`src/rtl/wtc_pkg.sv`:
```
package wtc_pkg;
  typedef enum logic [2:0] {
    ST_IDLE,
    ST_LOOKUP,
    ST_FILL_REQ,
    ST_FILL_WAIT,
    ST_WRITE
  } wtc_state_e;
endpackage

```
`src/rtl/wtc_tag_store.sv`:
```
module wtc_tag_store #(
  parameter int LINES = 2,
  parameter int TAG_W = 4,
  parameter int IDX_W = 1
) (
  input  logic             clk,
  input  logic             rst_n,
  input  logic [TAG_W-1:0] lk_tag,
  input  logic             alloc_en,
  input  logic [IDX_W-1:0] alloc_line,
  input  logic [TAG_W-1:0] alloc_tag,
  input  logic             commit_en,
  input  logic [IDX_W-1:0] commit_line,
  output logic             hit,
  output logic [IDX_W-1:0] hit_line,
  output logic [LINES-1:0] valid_vec
);
  logic [TAG_W-1:0] tags [LINES];
  logic [LINES-1:0] match;

  for (genvar g = 0; g < LINES; g++) begin : g_line
    always_ff @(posedge clk) begin
      if (!rst_n) begin
        valid_vec[g] <= 1'b0;
        tags[g]      <= '0;
      end else if (alloc_en && alloc_line == IDX_W'(g)) begin
        valid_vec[g] <= 1'b0;
        tags[g]      <= alloc_tag;
      end else if (commit_en && commit_line == IDX_W'(g)) begin
        valid_vec[g] <= 1'b1;
      end
    end
    assign match[g] = valid_vec[g] && (tags[g] == lk_tag);
  end

  assign hit = |match;

  always_comb begin
    hit_line = '0;
    for (int i = LINES - 1; i >= 0; i--) begin
      if (match[i]) hit_line = IDX_W'(i);
    end
  end
endmodule

```
`src/rtl/wtc_lru.sv`:
```
module wtc_lru #(
  parameter int LINES = 2,
  parameter int IDX_W = 1
) (
  input  logic             clk,
  input  logic             rst_n,
  input  logic             touch_en,
  input  logic [IDX_W-1:0] touch_line,
  input  logic [LINES-1:0] valid_vec,
  output logic [IDX_W-1:0] victim
);
  localparam logic [IDX_W-1:0] OLDEST = IDX_W'(LINES - 1);

  logic [IDX_W-1:0] age [LINES];
  logic [IDX_W-1:0] touched_age;

  assign touched_age = age[touch_line];

  always_ff @(posedge clk) begin
    if (!rst_n) begin
      for (int i = 0; i < LINES; i++) age[i] <= IDX_W'(LINES - 1 - i);
    end else if (touch_en) begin
      for (int i = 0; i < LINES; i++) begin
        if (IDX_W'(i) == touch_line) age[i] <= '0;
        else if (age[i] < touched_age) age[i] <= age[i] + 1'b1;
      end
    end
  end

  always_comb begin
    logic found;
    found  = 1'b0;
    victim = '0;
    for (int i = 0; i < LINES; i++) begin
      if (!found && !valid_vec[i]) begin
        victim = IDX_W'(i);
        found  = 1'b1;
      end
    end
    for (int i = 0; i < LINES; i++) begin
      if (!found && age[i] == OLDEST) begin
        victim = IDX_W'(i);
        found  = 1'b1;
      end
    end
  end
endmodule

```
`src/rtl/wtc_data_store.sv`:
```
module wtc_data_store #(
  parameter int LINES  = 2,
  parameter int OFF_W  = 1,
  parameter int DATA_W = 8,
  parameter int IDX_W  = 1
) (
  input  logic              clk,
  input  logic              we,
  input  logic [IDX_W-1:0]  wline,
  input  logic [OFF_W-1:0]  wword,
  input  logic [DATA_W-1:0] wdata,
  input  logic [IDX_W-1:0]  rline,
  input  logic [OFF_W-1:0]  rword,
  output logic [DATA_W-1:0] rdata
);
  localparam int SLOTS = 1 << (IDX_W + OFF_W);

  logic [DATA_W-1:0] words [SLOTS];

  always_ff @(posedge clk) begin
    if (we) words[{wline, wword}] <= wdata;
  end

  assign rdata = words[{rline, rword}];
endmodule

```
`src/rtl/wtc_sat_cnt.sv`:
```
module wtc_sat_cnt #(
  parameter int W = 8
) (
  input  logic         clk,
  input  logic         rst_n,
  input  logic         inc,
  output logic [W-1:0] count
);
  always_ff @(posedge clk) begin
    if (!rst_n) count <= '0;
    else if (inc && !(&count)) count <= count + 1'b1;
  end
endmodule

```
`src/rtl/wt_cache.sv`:
```
module wt_cache #(
  parameter int ADDR_W = 5,
  parameter int OFF_W  = 1,
  parameter int DATA_W = 8,
  parameter int LINES  = 2,
  parameter int CNT_W  = 8
) (
  input  logic              clk,
  input  logic              rst_n,
  input  logic              cpu_req_valid,
  output logic              cpu_req_ready,
  input  logic              cpu_req_we,
  input  logic [ADDR_W-1:0] cpu_req_addr,
  input  logic [DATA_W-1:0] cpu_req_wdata,
  output logic              cpu_rsp_valid,
  output logic [DATA_W-1:0] cpu_rsp_rdata,
  output logic              stall,
  output logic              mem_req_valid,
  input  logic              mem_req_ready,
  output logic              mem_req_we,
  output logic [ADDR_W-1:0] mem_req_addr,
  output logic [DATA_W-1:0] mem_req_wdata,
  input  logic              mem_rsp_valid,
  input  logic [DATA_W-1:0] mem_rsp_rdata,
  output logic [CNT_W-1:0]  hit_count,
  output logic [CNT_W-1:0]  miss_count
);
  import wtc_pkg::*;

  localparam int TAG_W = ADDR_W - OFF_W;
  localparam int IDX_W = (LINES > 1) ? $clog2(LINES) : 1;
  localparam logic [OFF_W-1:0] LAST_BEAT = '1;

  wtc_state_e        state;
  logic              req_we;
  logic [ADDR_W-1:0] req_addr;
  logic [DATA_W-1:0] req_wdata;
  logic [IDX_W-1:0]  fill_line;
  logic [OFF_W-1:0]  beat;
  logic              refilled;

  logic [TAG_W-1:0]  req_tag;
  logic [OFF_W-1:0]  req_off;
  logic              hit;
  logic [IDX_W-1:0]  hit_line;
  logic [LINES-1:0]  valid_vec;
  logic [IDX_W-1:0]  victim;
  logic [DATA_W-1:0] rd_word;

  logic              in_lookup;
  logic              fill_beat;
  logic              commit_en;
  logic              alloc_en;
  logic              touch_en;
  logic [IDX_W-1:0]  touch_line;
  logic              dwe;
  logic [IDX_W-1:0]  dline;
  logic [OFF_W-1:0]  dword;
  logic [DATA_W-1:0] dwdata;

  assign req_tag = req_addr[ADDR_W-1:OFF_W];
  assign req_off = req_addr[OFF_W-1:0];

  assign in_lookup  = (state == ST_LOOKUP);
  assign fill_beat  = (state == ST_FILL_WAIT) && mem_rsp_valid;
  assign commit_en  = fill_beat && (beat == LAST_BEAT);
  assign alloc_en   = in_lookup && !hit;
  assign touch_en   = (in_lookup && hit) || commit_en;
  assign touch_line = in_lookup ? hit_line : fill_line;

  always_comb begin
    dwe    = 1'b0;
    dline  = fill_line;
    dword  = beat;
    dwdata = mem_rsp_rdata;
    if (fill_beat) begin
      dwe = 1'b1;
    end else if (in_lookup && hit && req_we) begin
      dwe    = 1'b1;
      dline  = hit_line;
      dword  = req_off;
      dwdata = req_wdata;
    end
  end

  wtc_tag_store #(.LINES(LINES), .TAG_W(TAG_W), .IDX_W(IDX_W)) u_tags (
    .clk        (clk),
    .rst_n      (rst_n),
    .lk_tag     (req_tag),
    .alloc_en   (alloc_en),
    .alloc_line (victim),
    .alloc_tag  (req_tag),
    .commit_en  (commit_en),
    .commit_line(fill_line),
    .hit        (hit),
    .hit_line   (hit_line),
    .valid_vec  (valid_vec)
  );

  wtc_lru #(.LINES(LINES), .IDX_W(IDX_W)) u_lru (
    .clk       (clk),
    .rst_n     (rst_n),
    .touch_en  (touch_en),
    .touch_line(touch_line),
    .valid_vec (valid_vec),
    .victim    (victim)
  );

  wtc_data_store #(.LINES(LINES), .OFF_W(OFF_W), .DATA_W(DATA_W), .IDX_W(IDX_W)) u_data (
    .clk  (clk),
    .we   (dwe),
    .wline(dline),
    .wword(dword),
    .wdata(dwdata),
    .rline(hit_line),
    .rword(req_off),
    .rdata(rd_word)
  );

  wtc_sat_cnt #(.W(CNT_W)) u_hits (
    .clk  (clk),
    .rst_n(rst_n),
    .inc  (in_lookup && hit && !refilled),
    .count(hit_count)
  );

  wtc_sat_cnt #(.W(CNT_W)) u_misses (
    .clk  (clk),
    .rst_n(rst_n),
    .inc  (alloc_en),
    .count(miss_count)
  );

  assign cpu_req_ready = (state == ST_IDLE);
  assign stall         = (state != ST_IDLE);
  assign mem_req_valid = (state == ST_FILL_REQ) || (state == ST_WRITE);
  assign mem_req_we    = (state == ST_WRITE);
  assign mem_req_addr  = (state == ST_WRITE) ? req_addr : {req_tag, beat};
  assign mem_req_wdata = req_wdata;

  always_ff @(posedge clk) begin
    if (!rst_n) begin
      state         <= ST_IDLE;
      req_we        <= 1'b0;
      req_addr      <= '0;
      req_wdata     <= '0;
      fill_line     <= '0;
      beat          <= '0;
      refilled      <= 1'b0;
      cpu_rsp_valid <= 1'b0;
      cpu_rsp_rdata <= '0;
    end else begin
      cpu_rsp_valid <= 1'b0;
      case (state)
        ST_IDLE: begin
          if (cpu_req_valid) begin
            req_we    <= cpu_req_we;
            req_addr  <= cpu_req_addr;
            req_wdata <= cpu_req_wdata;
            refilled  <= 1'b0;
            state     <= ST_LOOKUP;
          end
        end
        ST_LOOKUP: begin
          if (hit) begin
            if (req_we) begin
              state <= ST_WRITE;
            end else begin
              cpu_rsp_valid <= 1'b1;
              cpu_rsp_rdata <= rd_word;
              state         <= ST_IDLE;
            end
          end else begin
            fill_line <= victim;
            beat      <= '0;
            state     <= ST_FILL_REQ;
          end
        end
        ST_FILL_REQ: begin
          if (mem_req_ready) state <= ST_FILL_WAIT;
        end
        ST_FILL_WAIT: begin
          if (mem_rsp_valid) begin
            if (beat == LAST_BEAT) begin
              refilled <= 1'b1;
              state    <= ST_LOOKUP;
            end else begin
              beat  <= beat + 1'b1;
              state <= ST_FILL_REQ;
            end
          end
        end
        ST_WRITE: begin
          if (mem_req_ready) begin
            cpu_rsp_valid <= 1'b1;
            cpu_rsp_rdata <= req_wdata;
            state         <= ST_IDLE;
          end
        end
        default: state <= ST_IDLE;
      endcase
    end
  end
endmodule

```
`config.mk`:
```
export PLATFORM = sky130hd
export DESIGN_NAME = wt_cache
export DESIGN_NICKNAME = d
export VERILOG_FILES = /design/src/rtl/wtc_pkg.sv /design/src/rtl/wtc_tag_store.sv /design/src/rtl/wtc_lru.sv /design/src/rtl/wtc_data_store.sv /design/src/rtl/wtc_sat_cnt.sv /design/src/rtl/wt_cache.sv
export SDC_FILE = /design/constraint.sdc
export NUM_CORES = 1
export LEC_CHECK = 0
export BUFFER_PORTS_ARGS = -buffer_cell sky130_fd_sc_hd__buf_2
export CAP_MARGIN = 20
export CORE_AREA = 2 2 82 100
export CTS_CLUSTER_DIAMETER = 40
export DETAILED_ROUTE_END_ITERATION = 10
export DIE_AREA = 0 0 84 102
export PLACE_DENSITY_LB_ADDON = 0.25
export SETUP_SLACK_MARGIN = 0.05
export SLEW_MARGIN = 0
export SYNTH_ARGS = -nofsm -noshare
export SYNTH_HDL_FRONTEND = slang
export SYNTH_SLANG_ARGS = --single-unit
```
`constraint.sdc`:
```
create_clock -name clk -period 3.3 [get_ports clk]
set_input_delay 0.165 -clock clk [delete_from_list [all_inputs] [get_ports clk]]
set_output_delay 0.165 -clock clk [all_outputs]
set_load 0.005 [all_outputs]
```
==> impl_metrics.yaml <==
floorplan:
  die-area_um2: 8570
  die_w_um: 84
  die_h_um: 102
  initial_utilization_pct: 54.1
  io_pins: 69
  core_um2: 7580
  row_count: 35
clock_tree:
  insertion_delay_ns: 0.35
  cts_buffers: 9
  clk_path_buf_depth: 2
  cts_hold_buffers: 0
  ctsResizeCount: 0
  cts.sinks: 89
  tritoncts: "done"
  cts_setup_buffers: 0
  root_buffer: "clkbuf_8"
  cts.htree.levels: 3
  clk_pin_slew_worst_paths_ns: 0.09
global_routing:
  grt_pass1_wl_um: 15600
  grt_pass1_vias: 3092
  grt_max_degree: 39
  grt.total_usage_pct: 23.0
  antenna_found_initial: 0
  overflow: 0
timing:
  post-route-period-util_pct: 78.3
  worst_clock_skew_ns: 0.00840
  finalHoldViolCount: 0
  fin_setup_tns_ns: 0
  rsz0062_at_grt: "no"
  final-max-slew-violation-count: 0
  setup_viol: 0
  relSlewSlack_pct: 53.8
  tightest_slew_ns: 0.686
  max_freq_ghz: 0.387
  min_period_ns: 2.58
  hold_slack_ns: 0.0398
worst_hold_path:
  hp-class: "in2reg"
setup_path:
  critPathKind: "reg2reg"
  start_kind: "register"
  cp_max_fo: 19
  cp.arrival_ns: 2.57
  required_ns: 3.29
  crit_path_end_kind: "register"
yosys:
  synth_area_leaders: "edfxtp_1, dfxtp_1, nand2_1"
  synth_top_family_by_area: "compound AO/OA/AOI/OAI gates"
  synth_edf_count: 42
  netlist_area_um2: 4100
  synth_top_area_cell: "edfxtp_1"
  ys_ff_latch: 89
  synth.area.mux_share_pct: 2.96
  synthAdderAreaFrac_pct: 0.610
  netlist_instances: 419
  ys_seq_area_share_pct: 53.7
  yosys.area_share.simple_pct: 17.9
  ys_async_sr_fraction_pct: 0
  yosysWarnings: 0
  yosysUniqueCellTypes: 48
  synthFlopType: "dfxtp_1"
  synth_compound_area_share_pct: 18.5
  synth_xor_area_share_pct: 2.14
  avgSynthCellArea_um2: 9.79
  synth_top_area_share_pct: 30.8
  syn_nets: 448
finish:
  fin_nets: 508
  fillers: 625
  final_common_cell: "nand2_1"
  utilization_pct: 62.4
  mostFrequentLayoutCells: "nand2_1, buf_2, dfxtp_1, edfxtp_1, a21oi_1"
  drive_above_1_share_pct: 22.3
  area_delta_synth_final_pct: 15.3
  diodes: 0
place:
  gp_congestion: 0.863
  hpwlAfterDp_um: 6740
  placement.io_buffers: 68
detailed_routing:
  finalWirelength_um: 9770
  first_iter_violations: 217
  ant_nets: 0
  first_pass_iters: 5
  avgRoutedWirePerCell_um: 17.0
  via_per_inst: 5.87
  drc: 0
  num_vias: 3381
run_status:
  status: "completed"
power:
  leakage_nw: 1.91
  powerDensity_nw_per_um2: 498
  irDropWorstVdd_mv: 0.328
job:
  maxCapViolations: 0
==> per-stage QoR <==
| stage | worst slack [ns] | std cells | total power, mW | cell area (um2) |
|---|---|---|---|---|
| 3_5_place_dp | 0.766 | 560 | 1.49 | 4490 |
| 5_1_grt | 0.571 | 576 | 2.45 | 4730 |
| 6_report | 0.716 | 576 | 2.35 | 4730 |
| 4_1_cts | 0.754 | 576 | 2.37 | 4730 |
| 2_1_floorplan | 0.829 | 419 | 1.40 | 4100 |
| 3_3_place_gp | 0.934 | 560 | 1.49 | 4490 |
==> flip-flops by register name, indices dropped and copies added (netlist names), 2 cells and up <==
name / cells
u_tags.tags: 8
u_hits.count: 8
state: 3
u_data.words: 32
u_lru.age: 2
mem_req_wdata: 8
u_tags.valid_vec: 2
req_addr: 5
cpu_rsp_rdata: 8
u_misses.count: 8
==> worst paths after layout <==
path / start / cells past startpoint / slack (ns) / endpoint
max: req_addr[1] / 5 / 0.72 / u_tags.tags[0][2]
min: cpu_req_wdata[5] / 3 / 0.04 / mem_req_wdata[5]
max reg2reg: req_addr[1] / 5 / 0.72 / u_tags.tags[0][2]
min reg2reg: mem_req_wdata[2] / 2 / 0.50 / mem_req_wdata[2]
==> worst max-delay path, cell delays in order (launching register included) <==
cell     delay (ns)
dfxtp_1        0.46
xor2_1         0.21
nor3_2         0.08
nand3_1        0.38
nand3_2        0.42
o21ai_0        0.68
==> cells by family after synthesis <==
family                   count (synthesis)
flip-flops                              89
AND/OR/NAND/NOR                        151
adder cells (fa/ha/maj)                  2
multiplexers                            11
XOR/XNOR                                10
AO/OA/AOI/OAI                          119
buffers and inverters                   37
==> final cells by class <==
cell class	instances	area, um2	share of cell area (%)
clock buffer	9	124	2.62
clock inverter	7	118	2.49
inverter	9	33.8	0.715
multi-input combinational	293	1730	36.5
sequential	89	2200	46.6
tap	92	115	2.44
timing repair buffer	77	408	8.63
==> power breakdown <==
| group | leakage [nW] | total (mW) | switching (mW) | internal, mW |
|---|---|---|---|---|
| Combinational | 1.03 | 0.235 | 0.144 | 0.0919 |
| Clock | 0.114 | 0.887 | 0.384 | 0.503 |
| Sequential | 0.770 | 1.23 | 0.0441 | 1.19 |
==> per-layer routing <==
| layer | up-vias | part of all wire [%] | GRT usage (%) |
|---|---|---|---|
| met4 | 0 | 2.1 | 9.80 |
| li1 | 1642 | - | - |
| met1 | 1618 | 43 | 29.4 |
| met3 | 15 | 5.9 | 3.47 |
| met2 | 106 | 49 | 39.4 |
| met5 | - | 0 | 0 |
==> synth_stat cells, drive strengths merged, types with 3 or more instances <==
master and number:
or3 6, o31ai 13, a21oi 41, nand3 10
xnor2 3, inv 8, clkbuf 17, nor3 8
nor2 14, nand2b 4, o211ai 3, a211oi 10
and3 5, a22oi 16, nand2 78, edfxtp 42
or4 6, nor2b 4, dfxtp 47, and2 10
xor2 7, o21ai 24, mux2 9, buf 11
No activity file was read; power rests on OpenSTA's default activity.
